--- src/rtl/vfd_scan_pkg.sv ---
package vfd_scan_pkg;

    localparam int SEG_N     = 20;
    localparam int DED_GRIDS = 8;
    localparam int MAX_GRIDS = 16;
    localparam int KEY_SRCS  = 12;
    localparam int KEY_RETS  = 4;
    localparam int DIM_W     = 3;
    localparam int GSEL_W    = 4;
    localparam int RD_IDX_W  = 3;
    localparam int SLOT_W    = $clog2(MAX_GRIDS);
    localparam int CNT_W     = $clog2(MAX_GRIDS + 1);
    localparam int KSRC_W    = $clog2(KEY_SRCS);
    localparam int SUB_W     = 8;
    localparam int KEY_BITS  = KEY_SRCS * KEY_RETS;
    localparam int KEY_BYTES = KEY_BITS / 8;
    localparam int SHARED    = MAX_GRIDS - DED_GRIDS;

    typedef logic [SEG_N-1:0]    seg_word_t;
    typedef logic [KEY_RETS-1:0] key_nib_t;

    typedef struct packed {
        logic              in_key;
        logic              lit;
        logic              capture;
        logic              cycle_end;
        logic [SLOT_W-1:0] slot;
        logic [KSRC_W-1:0] ksrc;
    } scan_pos_t;

    function automatic logic [CNT_W-1:0] grid_count(input logic [GSEL_W-1:0] sel);
        if (int'(sel) > SHARED) return CNT_W'(MAX_GRIDS);
        return CNT_W'(DED_GRIDS + int'(sel));
    endfunction

    function automatic seg_word_t data_mask(input logic [CNT_W-1:0] g);
        seg_word_t m;
        for (int i = 0; i < SEG_N; i++)
            m[i] = (i < (SEG_N + DED_GRIDS - int'(g)));
        return m;
    endfunction

endpackage

--- src/rtl/vfd_scan_timing.sv ---
module vfd_scan_timing
    import vfd_scan_pkg::*;
#(
    parameter int SLOT_LEN  = 16,
    parameter int KEY_DWELL = 2
) (
    input  logic             clk,
    input  logic             rst,
    input  logic [CNT_W-1:0] grid_cnt,
    input  logic [DIM_W-1:0] dim,
    output scan_pos_t        pos
);

    localparam int KEY_LEN = KEY_SRCS * KEY_DWELL;
    localparam int KSUB_W  = $clog2(KEY_LEN);
    localparam int ON_STEP = SLOT_LEN / 16;

    logic              in_key_q;
    logic [SLOT_W-1:0] slot_q;
    logic [SUB_W-1:0]  sub_q;
    logic [KSUB_W-1:0] ksub_q;

    logic last_sub, last_grid, last_key;
    logic [SUB_W:0] lim;

    assign last_sub  = (sub_q == SUB_W'(SLOT_LEN - 1));
    assign last_grid = ((CNT_W'(slot_q) + CNT_W'(1)) >= grid_cnt);
    assign last_key  = (ksub_q == KSUB_W'(KEY_LEN - 1));
    assign lim       = (SUB_W+1)'((int'(dim) + 1) * ON_STEP);

    always_ff @(posedge clk) begin
        if (rst) begin
            in_key_q <= 1'b0;
            slot_q   <= '0;
            sub_q    <= '0;
            ksub_q   <= '0;
        end else if (!in_key_q) begin
            if (last_sub) begin
                sub_q <= '0;
                if (last_grid) begin
                    in_key_q <= 1'b1;
                    ksub_q   <= '0;
                end else begin
                    slot_q <= slot_q + 1'b1;
                end
            end else begin
                sub_q <= sub_q + 1'b1;
            end
        end else begin
            if (last_key) begin
                in_key_q <= 1'b0;
                slot_q   <= '0;
                sub_q    <= '0;
            end else begin
                ksub_q <= ksub_q + 1'b1;
            end
        end
    end

    always_comb begin
        pos.in_key    = in_key_q;
        pos.slot      = slot_q;
        pos.ksrc      = KSRC_W'(ksub_q / KSUB_W'(KEY_DWELL));
        pos.capture   = in_key_q && ((ksub_q % KSUB_W'(KEY_DWELL)) == KSUB_W'(KEY_DWELL - 1));
        pos.cycle_end = in_key_q && last_key;
        pos.lit       = !in_key_q && ({1'b0, sub_q} < lim);
    end

endmodule

--- src/rtl/vfd_disp_store.sv ---
module vfd_disp_store
    import vfd_scan_pkg::*;
(
    input  logic              clk,
    input  logic              rst,
    input  logic              wr_en,
    input  logic [SLOT_W-1:0] wr_addr,
    input  seg_word_t         wr_data,
    input  logic [SLOT_W-1:0] rd_slot,
    output seg_word_t         rd_word
);

    seg_word_t words_q [MAX_GRIDS];

    always_ff @(posedge clk) begin
        if (rst) begin
            for (int i = 0; i < MAX_GRIDS; i++) words_q[i] <= '0;
        end else if (wr_en) begin
            words_q[wr_addr] <= wr_data;
        end
    end

    assign rd_word = words_q[rd_slot];

endmodule

--- src/rtl/vfd_seg_latch.sv ---
module vfd_seg_latch
    import vfd_scan_pkg::*;
(
    input  logic                 clk,
    input  logic                 rst,
    input  logic                 in_key,
    input  logic                 lit,
    input  logic [SLOT_W-1:0]    slot,
    input  logic [KSRC_W-1:0]    ksrc,
    input  logic                 disp_on,
    input  logic [CNT_W-1:0]     grid_cnt,
    input  seg_word_t            word,
    output seg_word_t            seg_q,
    output logic [DED_GRIDS-1:0] grid_q
);

    seg_word_t            share_bits;
    logic [DED_GRIDS-1:0] ded_bits;
    seg_word_t            src_bits;
    seg_word_t            seg_n;
    logic [DED_GRIDS-1:0] grid_n;

    // Upper grids sit on the top segment lines in reverse order.
    genvar j;
    generate
        for (j = 0; j < SHARED; j++) begin : g_share
            assign share_bits[SEG_N-1-j] = (int'(slot) == DED_GRIDS + j);
        end
        for (j = 0; j < SEG_N - SHARED; j++) begin : g_share_lo
            assign share_bits[j] = 1'b0;
        end
        for (j = 0; j < DED_GRIDS; j++) begin : g_ded
            assign ded_bits[j] = (int'(slot) == j);
        end
        for (j = 0; j < SEG_N; j++) begin : g_src
            if (j < KEY_SRCS) begin : g_on
                assign src_bits[j] = (int'(ksrc) == j);
            end else begin : g_off
                assign src_bits[j] = 1'b0;
            end
        end
    endgenerate

    always_comb begin
        seg_n  = '0;
        grid_n = '0;
        if (in_key) begin
            seg_n = src_bits;
        end else if (lit && disp_on) begin
            seg_n  = (word & data_mask(grid_cnt)) | share_bits;
            grid_n = ded_bits;
        end
    end

    always_ff @(posedge clk) begin
        if (rst) begin
            seg_q  <= '0;
            grid_q <= '0;
        end else begin
            seg_q  <= seg_n;
            grid_q <= grid_n;
        end
    end

endmodule

--- src/rtl/vfd_key_store.sv ---
module vfd_key_store
    import vfd_scan_pkg::*;
(
    input  logic                clk,
    input  logic                rst,
    input  logic                capture,
    input  logic                cycle_end,
    input  logic [KSRC_W-1:0]   ksrc,
    input  key_nib_t            key_ret,
    input  logic                hold,
    input  logic [RD_IDX_W-1:0] rd_idx,
    output logic [7:0]          rd_data,
    output logic [KEY_BITS-1:0] key_flat
);

    key_nib_t stage_q [KEY_SRCS];
    key_nib_t mem_q   [KEY_SRCS];

    genvar s;
    generate
        for (s = 0; s < KEY_SRCS; s++) begin : g_src
            logic hit;
            assign hit = capture && (int'(ksrc) == s);

            always_ff @(posedge clk) begin
                if (rst)      stage_q[s] <= '0;
                else if (hit) stage_q[s] <= key_ret;
            end

            // Commit at cycle end; the source sampled on that same clock
            // is taken straight from the return lines.
            always_ff @(posedge clk) begin
                if (rst)                    mem_q[s] <= '0;
                else if (cycle_end && !hold) mem_q[s] <= hit ? key_ret : stage_q[s];
            end

            assign key_flat[s*KEY_RETS +: KEY_RETS] = mem_q[s];
        end
    endgenerate

    always_ff @(posedge clk) begin
        if (rst) begin
            rd_data <= '0;
        end else if (int'(rd_idx) < KEY_BYTES) begin
            rd_data <= key_flat[int'(rd_idx)*8 +: 8];
        end else begin
            rd_data <= '0;
        end
    end

endmodule

--- src/rtl/vfd_scan_seq.sv ---
module vfd_scan_seq
    import vfd_scan_pkg::*;
#(
    parameter int SLOT_LEN  = 16,
    parameter int KEY_DWELL = 2
) (
    input  logic                 clk,
    input  logic                 rst,
    input  logic                 disp_on,
    input  logic [GSEL_W-1:0]    grid_sel,
    input  logic [DIM_W-1:0]     dim,
    input  logic                 wr_en,
    input  logic [SLOT_W-1:0]    wr_addr,
    input  logic [SEG_N-1:0]     wr_data,
    input  logic [KEY_RETS-1:0]  key_ret,
    input  logic                 key_rd_hold,
    input  logic [RD_IDX_W-1:0]  key_rd_idx,
    output logic [7:0]           key_rd_data,
    output logic [SEG_N-1:0]     seg_out,
    output logic [DED_GRIDS-1:0] grid_out
);

    logic [CNT_W-1:0]    grid_cnt;
    scan_pos_t           pos;
    seg_word_t           word;
    logic [KEY_BITS-1:0] key_flat;

    assign grid_cnt = grid_count(grid_sel);

    vfd_scan_timing #(
        .SLOT_LEN  (SLOT_LEN),
        .KEY_DWELL (KEY_DWELL)
    ) u_timing (
        .clk      (clk),
        .rst      (rst),
        .grid_cnt (grid_cnt),
        .dim      (dim),
        .pos      (pos)
    );

    vfd_disp_store u_disp (
        .clk     (clk),
        .rst     (rst),
        .wr_en   (wr_en),
        .wr_addr (wr_addr),
        .wr_data (wr_data),
        .rd_slot (pos.slot),
        .rd_word (word)
    );

    vfd_seg_latch u_latch (
        .clk      (clk),
        .rst      (rst),
        .in_key   (pos.in_key),
        .lit      (pos.lit),
        .slot     (pos.slot),
        .ksrc     (pos.ksrc),
        .disp_on  (disp_on),
        .grid_cnt (grid_cnt),
        .word     (word),
        .seg_q    (seg_out),
        .grid_q   (grid_out)
    );

    vfd_key_store u_keys (
        .clk       (clk),
        .rst       (rst),
        .capture   (pos.capture),
        .cycle_end (pos.cycle_end),
        .ksrc      (pos.ksrc),
        .key_ret   (key_ret),
        .hold      (key_rd_hold),
        .rd_idx    (key_rd_idx),
        .rd_data   (key_rd_data),
        .key_flat  (key_flat)
    );

endmodule

--- config.mk ---
export PLATFORM = sky130hd
export DESIGN_NAME = vfd_scan_seq
export DESIGN_NICKNAME = d
export VERILOG_FILES = /design/src/rtl/vfd_scan_pkg.sv /design/src/rtl/vfd_scan_timing.sv /design/src/rtl/vfd_disp_store.sv /design/src/rtl/vfd_seg_latch.sv /design/src/rtl/vfd_key_store.sv /design/src/rtl/vfd_scan_seq.sv
export SDC_FILE = /design/constraint.sdc
export NUM_CORES = 1
export LEC_CHECK = 0
export CAP_MARGIN = 20
export CORE_ASPECT_RATIO = 0.7
export CORE_UTILIZATION = 30
export CTS_BUF_LIST = sky130_fd_sc_hd__clkbuf_8
export CTS_CLUSTER_DIAMETER = 50
export DETAILED_ROUTE_END_ITERATION = 10
export DONT_BUFFER_PORTS = 1
export PLACE_DENSITY = 0.44
export SYNTH_ARGS = -nofsm -noshare
export SYNTH_HDL_FRONTEND = slang
export SYNTH_HIERARCHICAL = 1
export SYNTH_SLANG_ARGS = --single-unit
export TNS_END_PERCENT = 5
--- constraint.sdc ---
create_clock -name clk -period 4.61 [get_ports clk]
set_input_delay 0.461 -clock clk [delete_from_list [all_inputs] [get_ports clk]]
set_output_delay 0.461 -clock clk [all_outputs]
set_load 0.05 [all_outputs]
==> results_dict.tcl, run 1 <==
set metrics [dict create \
    timing.fmax_ghz 0.348 \
    grt_max_degree 49 \
    vias_per_cell 4.97 \
    start_util_pct 30.5 \
    cp_slowest_stage_delay_ns 0.78 \
    synth_area_leader_cell "edfxtp_1" \
    ir_drop_v 0.000176 \
    ys_types 72 \
    p_leak_nw 8.25 \
    synth.most_common_cell "edfxtp_1" \
    path_delay_family "compound AO/OA/AOI/OAI gates" \
    fin_crit_sh_pct 62.3 \
    start_kind "register" \
    grt_overflow 0 \
    die_y_um 228 \
    first_pass_iters 5 \
    coreArea_sq_um 71900 \
    drive_gt1_share_pct 14.9 \
    cp_slowest_cell "dfxtp_4" \
    skew_ns 0.0266 \
    cap_violations 0 \
    syn_to_final_growth_pct 12.0 \
    clockRootBuffer "clkbuf_8" \
    min_path_cells 2 \
    ys_seq_area_share_pct 61.9 \
    synth_warnings 6 \
    crit_path_cell_trace "buf_12 > mux4_1 > a22oi_1 > nand2_1 > a32o_1" \
    rsz0062_at_grt "no" \
    place_ws_ns 1.62 \
    crit_fanout 32 \
    clk-insertion-delay-late_ns 0.68 \
    syn_nets 1683 \
    synthFlopType "edfxtp_1" \
    gr-usage-all-layers_pct 16.9 \
    cp.depth 5 \
    placed_area_sq_um 22700 \
    synth-seq-cells 470 \
    holdCritStartpoint "rst" \
    clkTransAtPathRegs_ns 0.06 \
    grt_pass1_wl_um 92800 \
    grt_pass1_vias 13500 \
    tightest_slew_ns 1.10 \
    min_path_type "input port to register" \
    syn-cell-area_sq_um 21900 \
    rows 82 \
    post-cts-setup-buffer-count 0 \
    cts_made_buffers 80 \
    wl_per_cell_um 23.8 \
    hold_viol_final 0 \
    power_mw 9.07 \
    drcViolationCount 0 \
    antenna_found_initial 1 \
    period_needed_ns 2.87 \
    r2r-start "u_timing/slot_q[0]" \
    crit_start "u_timing/slot_q[0]" \
    synth_area_leaders "edfxtp_1 (57%), and2_1 (9.2%), mux4_2 (6.8%)" \
    cts_tree "built" \
    fin_area_sq_um 24600 \
    synth_top_cells_by_count "edfxtp_1 (416), and2_1 (322), nor2_1 (94)" \
    slew_headroom_pct 26.5 \
    io_pins 79 \
    drt-total-wl_um 63100 \
    run_status "finished clean" \
    cp_num_buf_inv 1 \
    cp.arrival_ns 3.43 \
    finalWorstSetupSlack_ns 1.74 \
    syn_area_per_cell_sq_um 13.5 \
    drt_iter0_drc 1081 \
    ys_async_sr_fraction_pct 0 \
    drv_slew 0 \
    syn_inst 1626 \
    crit_type "register to register" \
    synth-edff-count 416 \
    gp_congestion 0.813 \
    ant_nets 0 \
    dp_hpwl_um 36700 \
    port_buffers 0 \
    crit_required_ns 5.17 \
    finalSetupViolations 0 \
    ff2ff_path_depth 5 \
    post-route-util_pct 34.2 \
    h-tree-depth 3 \
    cellPowerDensity_nw_per_um2 369 \
    die_x_um 325 \
    fin_setup_tns_ns 0 \
    cts_buffer_depth 3 \
    dr_total_vias 13200 \
    die-area_sq_um 74200 \
    synth_top_area_share_pct 57.0 \
    finish.net_count 1685 \
    end_kind "register" \
    clkSinkCount 470 \
]
## layout make-up
| cell class | instances | area (sq um) |
|---|---|---|
| flip-flops and latches | 470 | 13600 |
| clock inverters | 55 | 298 |
| inverters | 13 | 48.8 |
| diodes | 1 | 2.50 |
| multi-input cells | 1004 | 7650 |
| fillers | 7001 | 47400 |
| repair buffers | 59 | 551 |
| clock buffers | 89 | 1220 |
| well taps | 966 | 1210 |
## path summary, 6_finish.rpt
check / endpoint / slack, ns
worst min register to register: u_timing/sub_q[1] / 0.56
worst max-delay path: u_latch/seg_q[10] / 1.74
worst max register to register: u_latch/seg_q[10] / 1.74
worst min-delay path: u_timing/slot_q[0] / 0.07
## worst register-to-register path: stages (launching register included)
cell and delay (ns):
dfxtp_4 0.78, buf_12 0.35, mux4_1 0.59, a22oi_1 0.53
nand2_1 0.25, a32o_1 0.28
## registers in the layout (all words and copies together), names as in the netlist
register / cells
u_disp/words_q: 320
u_latch/grid_q: 8
u_timing/ksub_q: 5
u_timing/slot_q: 4
u_latch/seg_q: 20
u_keys/rd_data: 8
u_keys/stage_q: 48
u_timing/sub_q: 8
u_keys/mem_q: 48
u_timing/in_key_q: 1
## report_power, final
part	internal, mW	leakage, nW	switching [mW]	total, mW
sequential	4.83	4.48	0.103	4.94
clock	1.89	0.853	1.78	3.68
combinational	0.157	2.91	0.304	0.460
## cell families (layout without fill, tap and decap cells)
group | Yosys count | count (layout) | share of synthesized area (%)
adders and majority gates | 14 | 14 | 0.799
other | 0 | 1 | 0
AOI/OAI and AO/OA | 222 | 222 | 6.44
DFF | 470 | 470 | 61.9
buffers and inverters | 152 | 216 | 3.33
xor gates and xnor gates | 5 | 5 | 0.200
muxes | 101 | 101 | 10.1
and+or+nand+nor | 662 | 662 | 17.3
## layout by cell type (no fill, tap or decap), types with 4 or more instances in the layout
cell           count
clkinv_1          21
nor3_1             7
a22oi_1           50
and2_1           322
clkbuf_8          89
mux2_2             8
or2_2             16
nand3b_1           8
nand2_1           55
nand2b_1          34
mux4_2            66
clkinv_2           8
xnor2_1            4
dfxtp_1           52
and3_1             7
o21ai_0           57
dlygate4sd3_1     28
buf_4             28
nand3_1           64
nand4bb_1          5
nor2_1            93
inv_1             31
edfxtp_1         416
o32ai_1            4
mux2i_1            4
o22ai_1            8
nor2b_1           16
nor3_2             5
o31ai_1            4
a21oi_1           63
ha_1              14
mux4_1            22
a311oi_1           6
## metal layers
metal | vias up | part of all wire (%) | wire length [um] | global-route usage, %
li1 | 6030 | - | - | -
met5 | - | 0 | 0 | 0
met1 | 6770 | 49 | 30700 | 24.4
met3 | 89 | 4.6 | 2880 | 3.47
met2 | 327 | 45 | 28400 | 26.0
met4 | 0 | 1.7 | 1080 | 4.17
## metrics by stage
step,hold slack (ns),std cells
after floorplan,0.477,1626
after global placement,0.531,2483
after detailed placement,0.539,2483
after CTS,0.00175,2655
after global routing,0.0365,2657
final,0.0695,2657
## timing repair
item,CTS,global route
hold buffers,28,0
gates resized for setup,0,0
endpoints found under the hold margin,379,0
endpoints found under the setup margin,0,0
(Power assumes the default switching activity.)
==> run 2: changes to the inputs <==
- ABC_AREA: not set -> 1
- PLACE_DENSITY: 0.44 -> 0.45
- clock period: 4.61 -> 2.5 ns (I/O delays scaled with it)
==> run 2 against run 1 <==
Effect of this change:
- worst setup slack got worse by 1.6 ns
- critical path type unchanged
- critical path depth increased by 4
- global-route usage increased by 0.35 points
- wire length increased by 5.7%
- synthesized cell count increased by 60%
- combinational power increased by 130%
- sequential power increased by 84%
- core utilization decreased by 0.14 points
- clock-buffer cell count decreased by 7
- power increased by 86%
- sequential cell count unchanged
- clock power increased by 82%
==> results_dict.tcl, run 2 <==
set metrics [dict create \
    cellPowerDensity_nw_per_um2 660 \
    finalSetupViolations 0 \
    crit_path_cell_trace "ha_1 > nand3_2 > nor2_2 > nand2_2 > inv_1 > inv_1 > nor3_2 > inv_1 > a21oi_1" \
    ir_drop_v 0.000328 \
    period_needed_ns 2.33 \
    grt_pass1_wl_um 101000 \
    vias_per_cell 4.63 \
    timing.fmax_ghz 0.429 \
    place_ws_ns 0.279 \
    drive_gt1_share_pct 8.53 \
    slew_headroom_pct 43.2 \
    drt-total-wl_um 66700 \
    ant_nets 0 \
    h-tree-depth 3 \
    cp_num_buf_inv 3 \
    cap_violations 0 \
    clk-insertion-delay-late_ns 0.70 \
    rows 84 \
    fin_crit_sh_pct 93.2 \
    grt_max_degree 82 \
    run_status "finished clean" \
    hold_path_end "u_keys/mem_q[2][0]" \
    min_path_type "input port to register" \
    final_common_cell "nand2_1" \
    port_buffers 0 \
    cts_tree "built" \
    start_kind "register" \
    finish.net_count 2677 \
    cts_made_buffers 79 \
    ys_types 36 \
    antenna_found_initial 0 \
    r2r-start "u_timing/ksub_q[0]" \
    largest_register_ffs 320 \
    gp_congestion 0.821 \
    die_y_um 232 \
    r2r-end "u_keys/mem_q[1][8]" \
    ff2ff_path_depth 9 \
    grt_overflow 0 \
    ys_seq_area_share_pct 59.6 \
    syn_to_final_growth_pct 12.1 \
    post-cts-setup-buffer-count 0 \
    cp_slowest_stage_delay_ns 0.42 \
    crit_type "register to register" \
    min_path_cells 4 \
    ys_async_sr_fraction_pct 0 \
    tightest_slew_ns 0.851 \
    drcViolationCount 0 \
    p_leak_nw 11.0 \
    wl_per_cell_um 18.2 \
    coreArea_sq_um 75000 \
    clockRootBuffer "clkbuf_8" \
    clkTransAtPathRegs_ns 0.07 \
    synth_top_area_share_pct 54.9 \
    synthFlopType "edfxtp_1" \
    syn_area_per_cell_sq_um 8.75 \
    synth.most_common_cell "nand2_1" \
    crit_required_ns 3.01 \
    drv_slew 0 \
    synth_area_leader_cell "edfxtp_1" \
    gr-usage-all-layers_pct 17.3 \
    synth_warnings 6 \
    clkSinkCount 470 \
    syn_nets 2659 \
    hold_viol_final 0 \
    final_cells 3673 \
    dp_cells 3513 \
    cp_slowest_cell "dfxtp_1" \
    synth-edff-count 416 \
    rsz0062_at_grt "yes" \
    dp_hpwl_um 42900 \
    start_util_pct 30.3 \
    path_delay_family "buffers and inverters" \
    final_cell_mix "nand2_1 (652), nor2_1 (438), edfxtp_1 (416)" \
    die_x_um 331 \
    fin_area_sq_um 25500 \
    cts_buffer_depth 3 \
    crit_top_cell "inv_1" \
    first_pass_iters 7 \
    top_regs "u_disp/words_q (320), u_keys/mem_q (48), u_keys/stage_q (48)" \
    cp.arrival_ns 2.84 \
    grt_pass1_vias 16500 \
    finalWorstSetupSlack_ns 0.169 \
    holdCritStartpoint "key_rd_hold" \
    crit_fanout 20 \
    synth_area_leaders "edfxtp_1 (55%), nand2_1 (11%), nor2_1 (7.2%)" \
    end_kind "register" \
    drt_iter0_drc 1310 \
    reg2reg_slack_ns 0.17 \
    syn-cell-area_sq_um 22800 \
    top_register "u_disp/words_q" \
    dr_total_vias 17000 \
    die-area_sq_um 77000 \
    io_pins 79 \
    antenna_cells 0 \
    power_mw 16.8 \
    synth_top_cells_by_count "nand2_1 (652), nor2_1 (438), edfxtp_1 (416)" \
    placed_area_sq_um 23900 \
    skew_ns 0.0544 \
    syn_inst 2602 \
    synth-seq-cells 470 \
    fin_setup_tns_ns 0 \
]
-- run 2: cell count changes in the layout (fill, tap and decap cells not counted), sizes merged, moves of 14 or more --
cell,before,now
a21oi,64,87
a22oi,50,0
and2,322,0
buf,31,71
dlygate4sd3,28,14
inv,36,400
mux4,88,0
nand2,56,661
nand2b,34,0
nand3,64,306
nor2,94,448
nor2b,18,0
o211ai,0,14
o21ai,59,42
-- run 2: logic make-up after synthesis --
kind of cell	count (synthesis)	synth area share (%)
AOI/OAI and AO/OA	145	3.43
xor gates and xnor gates	3	0.115
adders and majority gates	14	0.769
buffers and inverters	529	9.83
DFF	470	59.6
and+or+nand+nor	1441	26.2
-- run 2: area by class of cell --
cell class | instances | area (sq um)
Inverter | 381 | 1430
Sequential cell | 470 | 13600
Clock inverter | 63 | 363
Timing Repair Buffer | 85 | 810
Multi-Input combinational cell | 1603 | 6970
Clock buffer | 82 | 1130
Tap cell | 989 | 1240
Fill cell | 7935 | 49500
-- run 2: stage by stage --
step / hold slack (ns) / utilization [%]
2_1_floorplan: 0.319 / -
3_5_place_dp: 0.319 / 31.8
6_report: 0.0501 / 34.0
5_1_grt: 0.0327 / 34.0
3_3_place_gp: 0.317 / 31.8
4_1_cts: 0.00628 / 34.0
-- run 2: tightest hold or removal path, stage by stage --
cell and delay (ns):
nor3_2 0.03, buf_6 0.16, o21ai_0 0.09, nor2_1 0.04
-- run 2: how the worst max path moves through the flow --
stage	startpoint	endpoint	slack, ns	cells after the start
2_1_floorplan	u_timing/ksub_q[0]	u_keys/mem_q[0][0]	0.25	7
3_3_place_gp	dim[0]	u_latch/grid_q[5]	0.31	13
3_5_place_dp	u_timing/ksub_q[0]	u_keys/mem_q[1][3]	0.28	9
4_1_cts	u_timing/ksub_q[0]	u_keys/mem_q[0][7]	0.22	10
5_1_grt	u_timing/ksub_q[0]	u_keys/mem_q[1][3]	-0.03	9
6_report	u_timing/ksub_q[0]	u_keys/mem_q[1][8]	0.17	9
-- run 2: what timing repair did --
item                                    in CTS  in global routing
hold endpoints to repair                   148                  0
hold buffers                                14                  0
gates resized for setup                      0                  1
endpoints found under the setup margin       0                  5
-- run 2: report_power, final --
group	internal [mW]	switching (mW)	total (mW)
clock network	3.38	3.33	6.71
registers	8.91	0.194	9.10
logic	0.273	0.763	1.04
total	12.6	4.29	16.8
-- run 2: layer usage --
layer / wire length [um] / track usage, %
met2: 29200 / 26.4
met5: 0 / 0
met4: 1500 / 5.52
met1: 32800 / 24.6
met3: 3210 / 3.17
